### src/rtl/txr_pkg.sv
package txr_pkg;
  typedef enum logic [2:0] {
    S_IDLE, S_DHDR, S_DPTR, S_DATA, S_STRM, S_WBACK
  } txr_state_t;
  localparam int FLG_READY = 15;
  localparam int FLG_WRAP  = 13;
  localparam int FLG_LAST  = 11;
endpackage

### src/rtl/txr_clip.sv
module txr_clip #(
  parameter int LW  = 16,
  parameter int MAX = 2032,
  parameter int CW  = 11
) (
  input  logic [CW-1:0] used,
  input  logic [LW-1:0] req_len,
  output logic [LW-1:0] eff_len,
  output logic          clipped
);
  logic [31:0] room;
  always_comb begin
    room    = 32'(MAX) - 32'(used);
    clipped = 32'(req_len) > room;
    eff_len = clipped ? room[LW-1:0] : req_len;
  end
endmodule

### src/rtl/txr_lane.sv
module txr_lane #(
  parameter int DW = 32,
  localparam int NB = DW / 8,
  localparam int SW = $clog2(NB)
) (
  input  logic [DW-1:0] word,
  input  logic [SW-1:0] sel,
  output logic [7:0]    byte_o
);
  always_comb byte_o = word[(NB-1-int'(sel))*8 +: 8];
endmodule

### src/rtl/txdesc_ring_engine.sv
module txdesc_ring_engine
  import txr_pkg::*;
#(
  parameter int AW        = 32,
  parameter int DW        = 32,
  parameter int FRAME_MAX = 2032
) (
  input  logic          clk,
  input  logic          rst,
  input  logic          reg_wr,
  input  logic [1:0]    reg_sel,
  input  logic [31:0]   reg_wdata,
  output logic          mem_req,
  output logic          mem_we,
  output logic [AW-1:0] mem_addr,
  output logic [DW-1:0] mem_wdata,
  input  logic          mem_ack,
  input  logic [DW-1:0] mem_rdata,
  output logic          out_valid,
  output logic [7:0]    out_data,
  output logic          out_last,
  output logic          ev_buf,
  output logic          ev_frame,
  output logic          ev_babble,
  output logic          busy
);
  localparam int NB = DW / 8;
  localparam int SW = $clog2(NB);
  localparam int LW = 16;
  localparam int CW = $clog2(FRAME_MAX + 1);

  txr_state_t    state;
  logic          en, pend;
  logic [AW-1:0] ring_base, cur_ptr, bptr;
  logic [15:0]   flags_r;
  logic [LW-1:0] len_r, rem;
  logic [CW-1:0] frame_used;
  logic [DW-1:0] wbuf;
  logic [LW-1:0] eff_len;
  logic          clipped;
  logic [7:0]    lane_byte;
  logic          kick_ok;
  logic [AW-1:0] bptr_nx;
  logic [AW-1:0] next_desc;

  txr_clip #(.LW(LW), .MAX(FRAME_MAX), .CW(CW)) u_clip (
    .used(frame_used), .req_len(mem_rdata[LW-1:0]),
    .eff_len(eff_len), .clipped(clipped)
  );

  txr_lane #(.DW(DW)) u_lane (
    .word(wbuf), .sel(bptr[SW-1:0]), .byte_o(lane_byte)
  );

  always_comb begin
    kick_ok   = reg_wr && (reg_sel == 2'd2) && en;
    bptr_nx   = bptr + AW'(1);
    next_desc = flags_r[FLG_WRAP] ? ring_base : cur_ptr + AW'(8);
    busy      = (state != S_IDLE);
  end

  always_ff @(posedge clk) begin
    if (rst) begin
      state <= S_IDLE; en <= 1'b0; pend <= 1'b0;
      ring_base <= '0; cur_ptr <= '0; bptr <= '0;
      flags_r <= '0; len_r <= '0; rem <= '0; frame_used <= '0; wbuf <= '0;
      mem_req <= 1'b0; mem_we <= 1'b0; mem_addr <= '0; mem_wdata <= '0;
      out_valid <= 1'b0; out_data <= '0; out_last <= 1'b0;
      ev_buf <= 1'b0; ev_frame <= 1'b0; ev_babble <= 1'b0;
    end else begin
      out_valid <= 1'b0; out_last <= 1'b0;
      ev_buf <= 1'b0; ev_frame <= 1'b0; ev_babble <= 1'b0;
      if (reg_wr && reg_sel == 2'd0) en <= reg_wdata[1];
      if (kick_ok && state != S_IDLE) pend <= 1'b1;
      case (state)
        S_IDLE: if (kick_ok) begin
          state <= S_DHDR; mem_req <= 1'b1; mem_we <= 1'b0; mem_addr <= cur_ptr;
        end
        S_DHDR: if (mem_ack) begin
          flags_r <= mem_rdata[31:16];
          len_r   <= mem_rdata[LW-1:0];
          if (!mem_rdata[16+FLG_READY]) begin
            if (pend || kick_ok) pend <= 1'b0;
            else begin
              mem_req <= 1'b0; state <= S_IDLE;
            end
          end else begin
            rem        <= eff_len;
            ev_babble  <= clipped;
            frame_used <= mem_rdata[16+FLG_LAST] ? '0 : frame_used + CW'(eff_len);
            mem_addr   <= cur_ptr + AW'(4);
            state      <= S_DPTR;
          end
        end
        S_DPTR: if (mem_ack) begin
          bptr <= mem_rdata[AW-1:0];
          if (rem == '0) begin
            mem_we <= 1'b1; mem_addr <= cur_ptr;
            mem_wdata <= {flags_r & ~(16'h1 << FLG_READY), len_r};
            state <= S_WBACK;
          end else begin
            mem_addr <= {mem_rdata[AW-1:SW], {SW{1'b0}}};
            state <= S_DATA;
          end
        end
        S_DATA: if (mem_ack) begin
          wbuf <= mem_rdata; mem_req <= 1'b0; state <= S_STRM;
        end
        S_STRM: begin
          out_valid <= 1'b1;
          out_data  <= lane_byte;
          out_last  <= (rem == LW'(1)) && flags_r[FLG_LAST];
          bptr      <= bptr_nx;
          rem       <= rem - LW'(1);
          if (rem == LW'(1)) begin
            mem_req <= 1'b1; mem_we <= 1'b1; mem_addr <= cur_ptr;
            mem_wdata <= {flags_r & ~(16'h1 << FLG_READY), len_r};
            state <= S_WBACK;
          end else if (bptr[SW-1:0] == {SW{1'b1}}) begin
            mem_req <= 1'b1; mem_we <= 1'b0;
            mem_addr <= {bptr_nx[AW-1:SW], {SW{1'b0}}};
            state <= S_DATA;
          end
        end
        S_WBACK: if (mem_ack) begin
          ev_buf   <= 1'b1;
          ev_frame <= flags_r[FLG_LAST];
          cur_ptr  <= next_desc;
          mem_we   <= 1'b0; mem_addr <= next_desc;
          state    <= S_DHDR;
        end
        default: state <= S_IDLE;
      endcase
      if (reg_wr && reg_sel == 2'd1) begin
        ring_base <= {reg_wdata[AW-1:2], 2'b00};
        cur_ptr   <= {reg_wdata[AW-1:2], 2'b00};
      end
    end
  end
endmodule

### config.mk
export PLATFORM = sky130hd
export DESIGN_NAME = txdesc_ring_engine
export DESIGN_NICKNAME = d
export VERILOG_FILES = /design/src/rtl/txr_pkg.sv /design/src/rtl/txr_clip.sv /design/src/rtl/txr_lane.sv /design/src/rtl/txdesc_ring_engine.sv
export SDC_FILE = /design/constraint.sdc
export NUM_CORES = 1
export LEC_CHECK = 0
export ABC_AREA = 1
export BUFFER_PORTS_ARGS = -buffer_cell sky130_fd_sc_hd__buf_2
export CAP_MARGIN = 20
export CORE_MARGIN = 2
export CORE_UTILIZATION = 30
export CTS_CLUSTER_SIZE = 8
export DETAILED_ROUTE_END_ITERATION = 7
export GPL_TIMING_DRIVEN = 0
export PLACE_DENSITY = 0.45
export SKIP_CTS_REPAIR_TIMING = 1
export SYNTH_ARGS = -nofsm -noshare
export SYNTH_HDL_FRONTEND = slang
export SYNTH_SLANG_ARGS = --single-unit
### constraint.sdc
create_clock -name clk -period 3.3 [get_ports clk]
set_clock_uncertainty 0.05 [all_clocks]
set_input_delay 0.495 -clock clk [delete_from_list [all_inputs] [get_ports clk]]
set_output_delay 0.495 -clock clk [all_outputs]
set_load 0.02 [all_outputs]
==> metrics.md, run 1 <==
| Metric | Value |
|---|---|
| Async set-reset flop share out of synthesis | `0%` |
| Synth Area per Inst | `6.58 um^2` |
| DR iter-0 viols | `1,527` |
| R2r endpoint | `frame_used[8]$_SDFFE_PP0P_` |
| Dominant cell type by area after synthesis | `dfxtp_1` |
| Max cap viols | `0` |
| Global routing's busiest layer | `met2` |
| Failing checks | `negative setup slack` |
| Area share of the largest cell type after synthesis | `36.1%` |
| Met2 Use GR | `42.1%` |
| Global-route wire length before repair | `approximately 100,000 um` |
| Largest net degree at the start of global routing | `13` |
| Vias in the first global route | `15,200` |
| Critical R2R Launch | `frame_used[1]$_SDFFE_PP0P_` |
| Crit start category | `flop` |
| Min Tclk post-route | `3.72 ns` |
| Most common cell in the netlist | `nand2_1` |
| Area Growth Syn to Fin | `23.3%` |
| Layout Nets | `2,569` |
| Layout cells sized above 1 | `approximately 15%` |
| Final max-slew violation count | `0` |
| Syn. warnings | `0` |
| DIE AREA | `roughly 0.05 mm^2` |
| Cts bufs inserted | `39` |
| HPWL Detailed | `roughly 55,000 um` |
| Post-synthesis instance total | `2,249` |
| Critical Path RT | `3.74 ns` |
| Diode count | `0` |
| R2R cell count | `24` |
| Root buf cell | `clkbuf_16` |
| Top post-synthesis cells by area | `dfxtp_1 (36%), nand2_1 (12%), o21ai_0 (7.4%)` |
| Commonest cells post-synth | `nand2_1 (454), dfxtp_1 (267), nor2_1 (254)` |
| RSZ-0062 raised after global routing | `true` |
| Fin worst setup slack | `-0.417 ns` |
| # DRC | `0` |
| Die width | `226 um` |
| Mapped Nets | `2,352` |
| Hold wc startpoint | `reg_wdata[1]` |
| FF-to-FF setup slack | `-0.42 ns` |
| Gr usage total | `27.4%` |
| Worst-path clk slew | `~0.050 ns` |
| Post-Place Cells | `3,060` |
| H-Tree Depth | `2` |
| Clock sink total | `267` |
| Slew headroom | `22.6%` |
| Buffers added on ports | `145` |
| Starting Density | `between 30 and 40%` |
| GP Congestion | `0.951` |
| DIE HEIGHT | `226 um` |
| Power per Cell Area | `777 mW/mm^2` |
| Worst slew pin tran | `1.16 ns` |
| Row count | `81` |
| Leakage | `7.21 nW` |
| Worst endpoint data arrival time | `4.16 ns` |
| Mapped cell area | `between 0.01 and 0.015 mm^2` |
| Via density | `5.23` |
| Fillers | `5,416` |
| Vias | `16,400` |
| Crit Path Class | `flop to flop` |
| Core Footprint | `0.0488 mm^2` |
| # setup viols final | `9` |
| Non-filler cells, final | `3,136` |
| Antenna violations before repair | `1` |
| Status | `complete, but fails checks` |
| Final period utilization | `113%` |
| TritonCTS clock tree | `done` |
| CTS Buffer Depth | `3` |
| Skew-Pair Late Insertion Delay | `0.59 ns` |
| Synth unique cells | `49` |
| Sequential-to-total area share from yosys stat | `36.1%` |
| Overall power | `roughly 0.014 W` |
| Antenna Nets Post-Route | `0` |
| Hold depth | `3` |
| EDFF count, synth | `0` |
| Gr ovfl total | `0` |
| Top FF cell, synth | `dfxtp_1` |
| Synthesized flop and latch total | `267` |
| Crit end category | `flop` |
| Crit Path Max Fanout | `6` |
| Met3 usage | `5.58%` |
| WHS Endpoint | `en$_SDFFE_PP0P_` |
| Average routed wire per standard cell | `22.7 um` |
| VDD IR max | `0.380 mV` |
| Ports | `150` |
| First-pass DRT Iterations | `6` |
| Final hold viol count | `0` |
| Total Routed Length | `71,300 um` |
| GRT met1 Usage | `37.7%` |
| Peak Freq | `269 MHz` |
| Hold Crit Class | `primary input to flop` |
metal layers:
layer | wire [um] | vias up | part of all wire [%]
met5 | 0 | - | 0
met2 | 30800 | 619 | 43
met1 | 32500 | 7720 | 46
li1 | - | 7938 | -
met4 | 2750 | 0 | 3.9
met3 | 5220 | 128 | 7.3
how the worst max path moves through the flow:
stage / startpoint / to / slack [ns] / depth (start not counted)
floorplan: frame_used[1]$_SDFFE_PP0P_ / frame_used[6]$_SDFFE_PP0P_ / -0.05 / 25
detailed placement: frame_used[6]$_SDFFE_PP0P_ / frame_used[7]$_SDFFE_PP0P_ / -0.93 / 25
CTS: frame_used[4]$_SDFFE_PP0P_ / frame_used[7]$_SDFFE_PP0P_ / -0.94 / 25
global route: frame_used[1]$_SDFFE_PP0P_ / frame_used[8]$_SDFFE_PP0P_ / -0.63 / 24
global placement: frame_used[6]$_SDFFE_PP0P_ / frame_used[7]$_SDFFE_PP0P_ / -0.85 / 25
finish: frame_used[1]$_SDFFE_PP0P_ / frame_used[8]$_SDFFE_PP0P_ / -0.42 / 24
critical path: stages (launching register included):
cell	delay (ns)
dfxtp_2	0.41
inv_4	0.07
ha_4	0.18
nand3_4	0.11
nand3_2	0.09
xor2_2	0.17
ha_1	0.29
nand2_2	0.08
nor2_2	0.05
nand4_1	0.06
nor2_1	0.06
nor2_2	0.23
nand2_4	0.15
buf_8	0.16
nand2_1	0.09
o21ai_2	0.10
ha_4	0.32
nand2_2	0.10
nor3_4	0.26
a21oi_4	0.10
nor2_2	0.14
nor2_1	0.06
nand2_1	0.07
nand3_1	0.07
a21oi_1	0.15
through the flow:
stage	hold WS, ns	setup TNS (ns)	worst slack [ns]	area, um^2	util, %
after detailed placement	0.393	-6.77	-0.925	16400	33.6
after global routing	0.163	-4.64	-0.633	18200	37.3
after global placement	0.382	-6.26	-0.848	16400	33.6
after CTS	0.135	-6.95	-0.944	17500	35.8
final	0.146	-2.73	-0.417	18200	37.3
after floorplan	0.368	-0.0481	-0.0481	14900	-
registers in the layout, indices dropped and copies added, names as in the netlist, 3 cells and up:
register	flops
mem_addr	32
flags_r	15
frame_used	11
rem	16
len_r	16
out_data	8
wbuf	32
cur_ptr	32
state	3
mem_wdata	31
ring_base	30
bptr	32
kinds of logic (layout without fill, tap and decap cells):
| kind of cell | after synthesis | in the layout | synth area share (%) |
|---|---|---|---|
| simple gates | 953 | 954 | 27.1 |
| compound gates | 589 | 589 | 22.0 |
| buf+inv | 367 | 589 | 9.60 |
| flops | 267 | 267 | 36.1 |
| xor+xnor | 39 | 39 | 2.31 |
| fa+ha+maj | 33 | 33 | 2.84 |
| other cells | 1 | 1 | 0.0254 |
power by group:
| group | leakage (nW) | switching [W] | internal [W] |
|---|---|---|---|
| clock network | 0.519 | 0.00160 | 0.00213 |
| logic | 4.51 | 0.00444 | 0.00175 |
| registers | 2.18 | 0.000437 | 0.00382 |
| total | 7.21 | 0.00647 | 0.00771 |
layout by cell type, fill, tap and decap left out, types with 46 or more instances in the layout:
cell type,count
nor2_1,245
nand3_1,141
a31oi_1,46
clkbuf_1,90
a21oi_1,201
inv_1,224
dfxtp_1,257
buf_2,163
o21ai_0,208
nand2_1,442
area by class of cell:
cell class | count | area (um^2) | area share [%]
clock buffers | 44 | 995 | 5.45
plain buffers | 113 | 493 | 2.70
inverters | 254 | 967 | 5.30
clock inverters | 3 | 80.1 | 0.439
multi-input cells | 1616 | 8530 | 46.8
flip-flops and latches | 267 | 5370 | 29.4
repair buffers | 175 | 973 | 5.34
well taps | 664 | 831 | 4.56
Note: power is estimated with default switching activity, not from simulation.
==> run 2, diff against run 1 <==
--- a/config.mk
+++ b/config.mk
@@ -13,7 +13,7 @@
 export CTS_CLUSTER_SIZE = 8
 export DETAILED_ROUTE_END_ITERATION = 7
 export GPL_TIMING_DRIVEN = 0
-export PLACE_DENSITY = 0.45
+export PLACE_DENSITY = 0.44
 export SKIP_CTS_REPAIR_TIMING = 1
 export SYNTH_ARGS = -nofsm -noshare
 export SYNTH_HDL_FRONTEND = slang
==> metrics.md, run 2 (synthesized netlist as in run 1, its figures left out) <==
| Metric | Value |
|---|---|
| Hold Crit Class | `primary input to flop` |
| Crit end category | `flop` |
| Sequential Area | `approximately 0.0054 mm^2` |
| Hold wc startpoint | `reg_wdata[1]` |
| Min Tclk post-route | `around 3.7 ns` |
| Total Routed Length | `a little over 70,000 um` |
| Slew headroom | `between 20% and 30%` |
| Layout cells sized above 1 | `roughly 15%` |
| Fin worst setup slack | `-0.423 ns` |
| Status | `complete, but fails checks` |
| R2R cell count | `27` |
| Skew-Pair Late Insertion Delay | `between 0.5 and 0.6 ns` |
| Failing checks | `negative setup slack` |
| Crit start category | `flop` |
| Fin util | `approximately 37%` |
| CP Buf/Inv Count | `5` |
| Final max-slew violation count | `0` |
| RSZ-0062 raised after global routing | `true` |
| Final period utilization | `113%` |
| Root buf cell | `clkbuf_16` |
| Met2 WL | `31,100 um` |
| Global-route wire length before repair | `102,000 um` |
| Buffers added on ports | `about 150` |
| # setup viols final | `9` |
| Combinational power share | `43.2%` |
| Multi-input gate area | `0.00845 mm^2` |
| Worst slew pin tran | `between 1 and 1.5 ns` |
| Antenna violations before repair | `0` |
| Fillers | `5,438` |
| Leakage | `7.20 nW` |
| VDD IR max | `0.382 mV` |
| Final hold slack | `0.152 ns` |
| Peak Freq | `between 200 and 300 MHz` |
| Clock sink total | `267` |
| # DRC | `0` |
| Cell Int Power | `0.00780 W` |
| Via density | `5.27` |
| Top layer used by detailed routing | `met4` |
| Layout Nets | `2,562` |
| Crit-path leading delay family | `simple AND/OR/NAND/NOR gates` |
| Area Growth Syn to Fin | `22.7%` |
| Vias | `16,500` |
| First-pass DRT Iterations | `7` |
| CTS Buffer Depth | `3` |
| Max stage delay on crit path | `roughly 0.4 ns` |
| Met1 wire length | `32,700 um` |
| Largest net degree at the start of global routing | `13` |
| GP Congestion | `0.957` |
| Critical Path Source | `frame_used[0]$_SDFFE_PP0P_` |
| Most common cell after layout, fill and taps aside | `nand2_1` |
| Hold depth | `3` |
| Final hold viol count | `0` |
| Ports | `150` |
| Critical Path RT | `3.75 ns` |
| Power per Cell Area | `784 mW/mm^2` |
| Critical path depth in cells | `27` |
| Gr ovfl total | `0` |
| Seq pwr share | `~30%` |
| HPWL Detailed | `55,800 um` |
| Starting Density | `30.3%` |
| Core Footprint | `0.0488 mm^2` |
| DR iter-0 viols | `1,540` |
| DIE HEIGHT | `226 um` |
| Max cap viols | `0` |
| Vias in the first global route | `15,200` |
| TritonCTS clock tree | `done` |
| H-Tree Depth | `2` |
| Average routed wire per standard cell | `22.7 um` |
| Switching power | `0.00643 W` |
| Worst-path clk slew | `0.06 ns` |
| Antenna Nets Post-Route | `0` |
| Critical R2R Launch | `frame_used[0]$_SDFFE_PP0P_` |
| Worst endpoint data arrival time | `4.17 ns` |
| Most frequent cells in the layout | `nand2_1 (443), dfxtp_1 (257), nor2_1 (245), inv_1 (226), o21ai_0 (208)` |
| Sw frac | `45.2%` |
| Crit Path Max Fanout | `8` |
| DIE AREA | `0.0511 mm^2` |
| Cts bufs inserted | `40` |
| Clock Power Share | `26.9%` |
| Row count | `81` |
| Die width | `226 um` |
| Met3 WL | `between 4000 and 5000 um` |
| Crit Path Class | `flop to flop` |
| Crit path max-delay cell type | `fa_2` |
| Diode count | `0` |
| Gr usage total | `27.4%` |
[run 2: cell types whose count changed in the layout (fill, tap and decap cells not counted), sizes merged]
cell	previous run	this run
clkinvlp	1	0
inv	253	255
nand2	459	458
buf	201	194
[run 2: final cells by class]
type	count	area share (%)
well taps	664	4.58
repair buffers	169	5.11
plain buffers	112	2.70
multi-input cells	1615	46.5
inverters	254	5.28
flip-flops and latches	267	29.6
clock inverters	4	0.434
clock buffers	44	5.76
[run 2: path summary, 6_finish.rpt]
path                                 endpoint  slack [ns]
setup / recovery  frame_used[10]$_SDFFE_PP0P_       -0.42
hold reg to reg       cur_ptr[1]$_SDFFE_PP0P_        0.39
hold / removal                en$_SDFFE_PP0P_        0.15
setup reg to reg  frame_used[10]$_SDFFE_PP0P_       -0.42
[run 2: stage by stage]
step / instance area, um^2 / TNS (ns) / total power (W) / cells / setup slack (ns)
after floorplan: 14900 / -0.0481 / 0.00802 / 2249 / -0.0481
after global placement: 16400 / -6.42 / 0.0103 / 3058 / -0.915
after detailed placement: 16400 / -6.59 / 0.0103 / 3058 / -0.935
after CTS: 17500 / -6.84 / 0.0142 / 3106 / -0.976
after global routing: 18100 / -4.69 / 0.0151 / 3129 / -0.600
final: 18100 / -2.82 / 0.0142 / 3129 / -0.423
[run 2: power by group through the flow]
stage	clock network [W]	logic, W	registers, W
detailed placement	0	0.00600	0.00431
global route	0.00404	0.00672	0.00432
global placement	0	0.00600	0.00431
finish	0.00383	0.00615	0.00426
floorplan	0	0.00349	0.00453
CTS	0.00393	0.00602	0.00425
[run 2: worst register-to-register path, stage by stage, from the launching register on]
cell,delay [ns]
dfxtp_4,0.37
nor3_4,0.22
nand2_2,0.11
nand2_4,0.13
nor2_4,0.05
xnor2_2,0.18
inv_2,0.09
ha_4,0.24
nand2_1,0.05
nand2_1,0.05
nand3_1,0.06
nand2_1,0.06
a21oi_2,0.17
nand2_2,0.09
nand2_4,0.14
buf_8,0.15
nand2_4,0.05
o21ai_2,0.07
ha_2,0.22
inv_2,0.05
fa_2,0.41
inv_4,0.10
nand3_2,0.08
nand3_2,0.12
inv_1,0.05
nand3_1,0.07
nand3_1,0.08
a21oi_1,0.14
[run 2: per-layer routing]
metal | vias to the layer above | GRT usage, %
li1 | 7935 | -
met1 | 7802 | 38.4
met2 | 636 | 42.9
met3 | 126 | 4.25
met4 | 0 | 8.70
met5 | - | 0
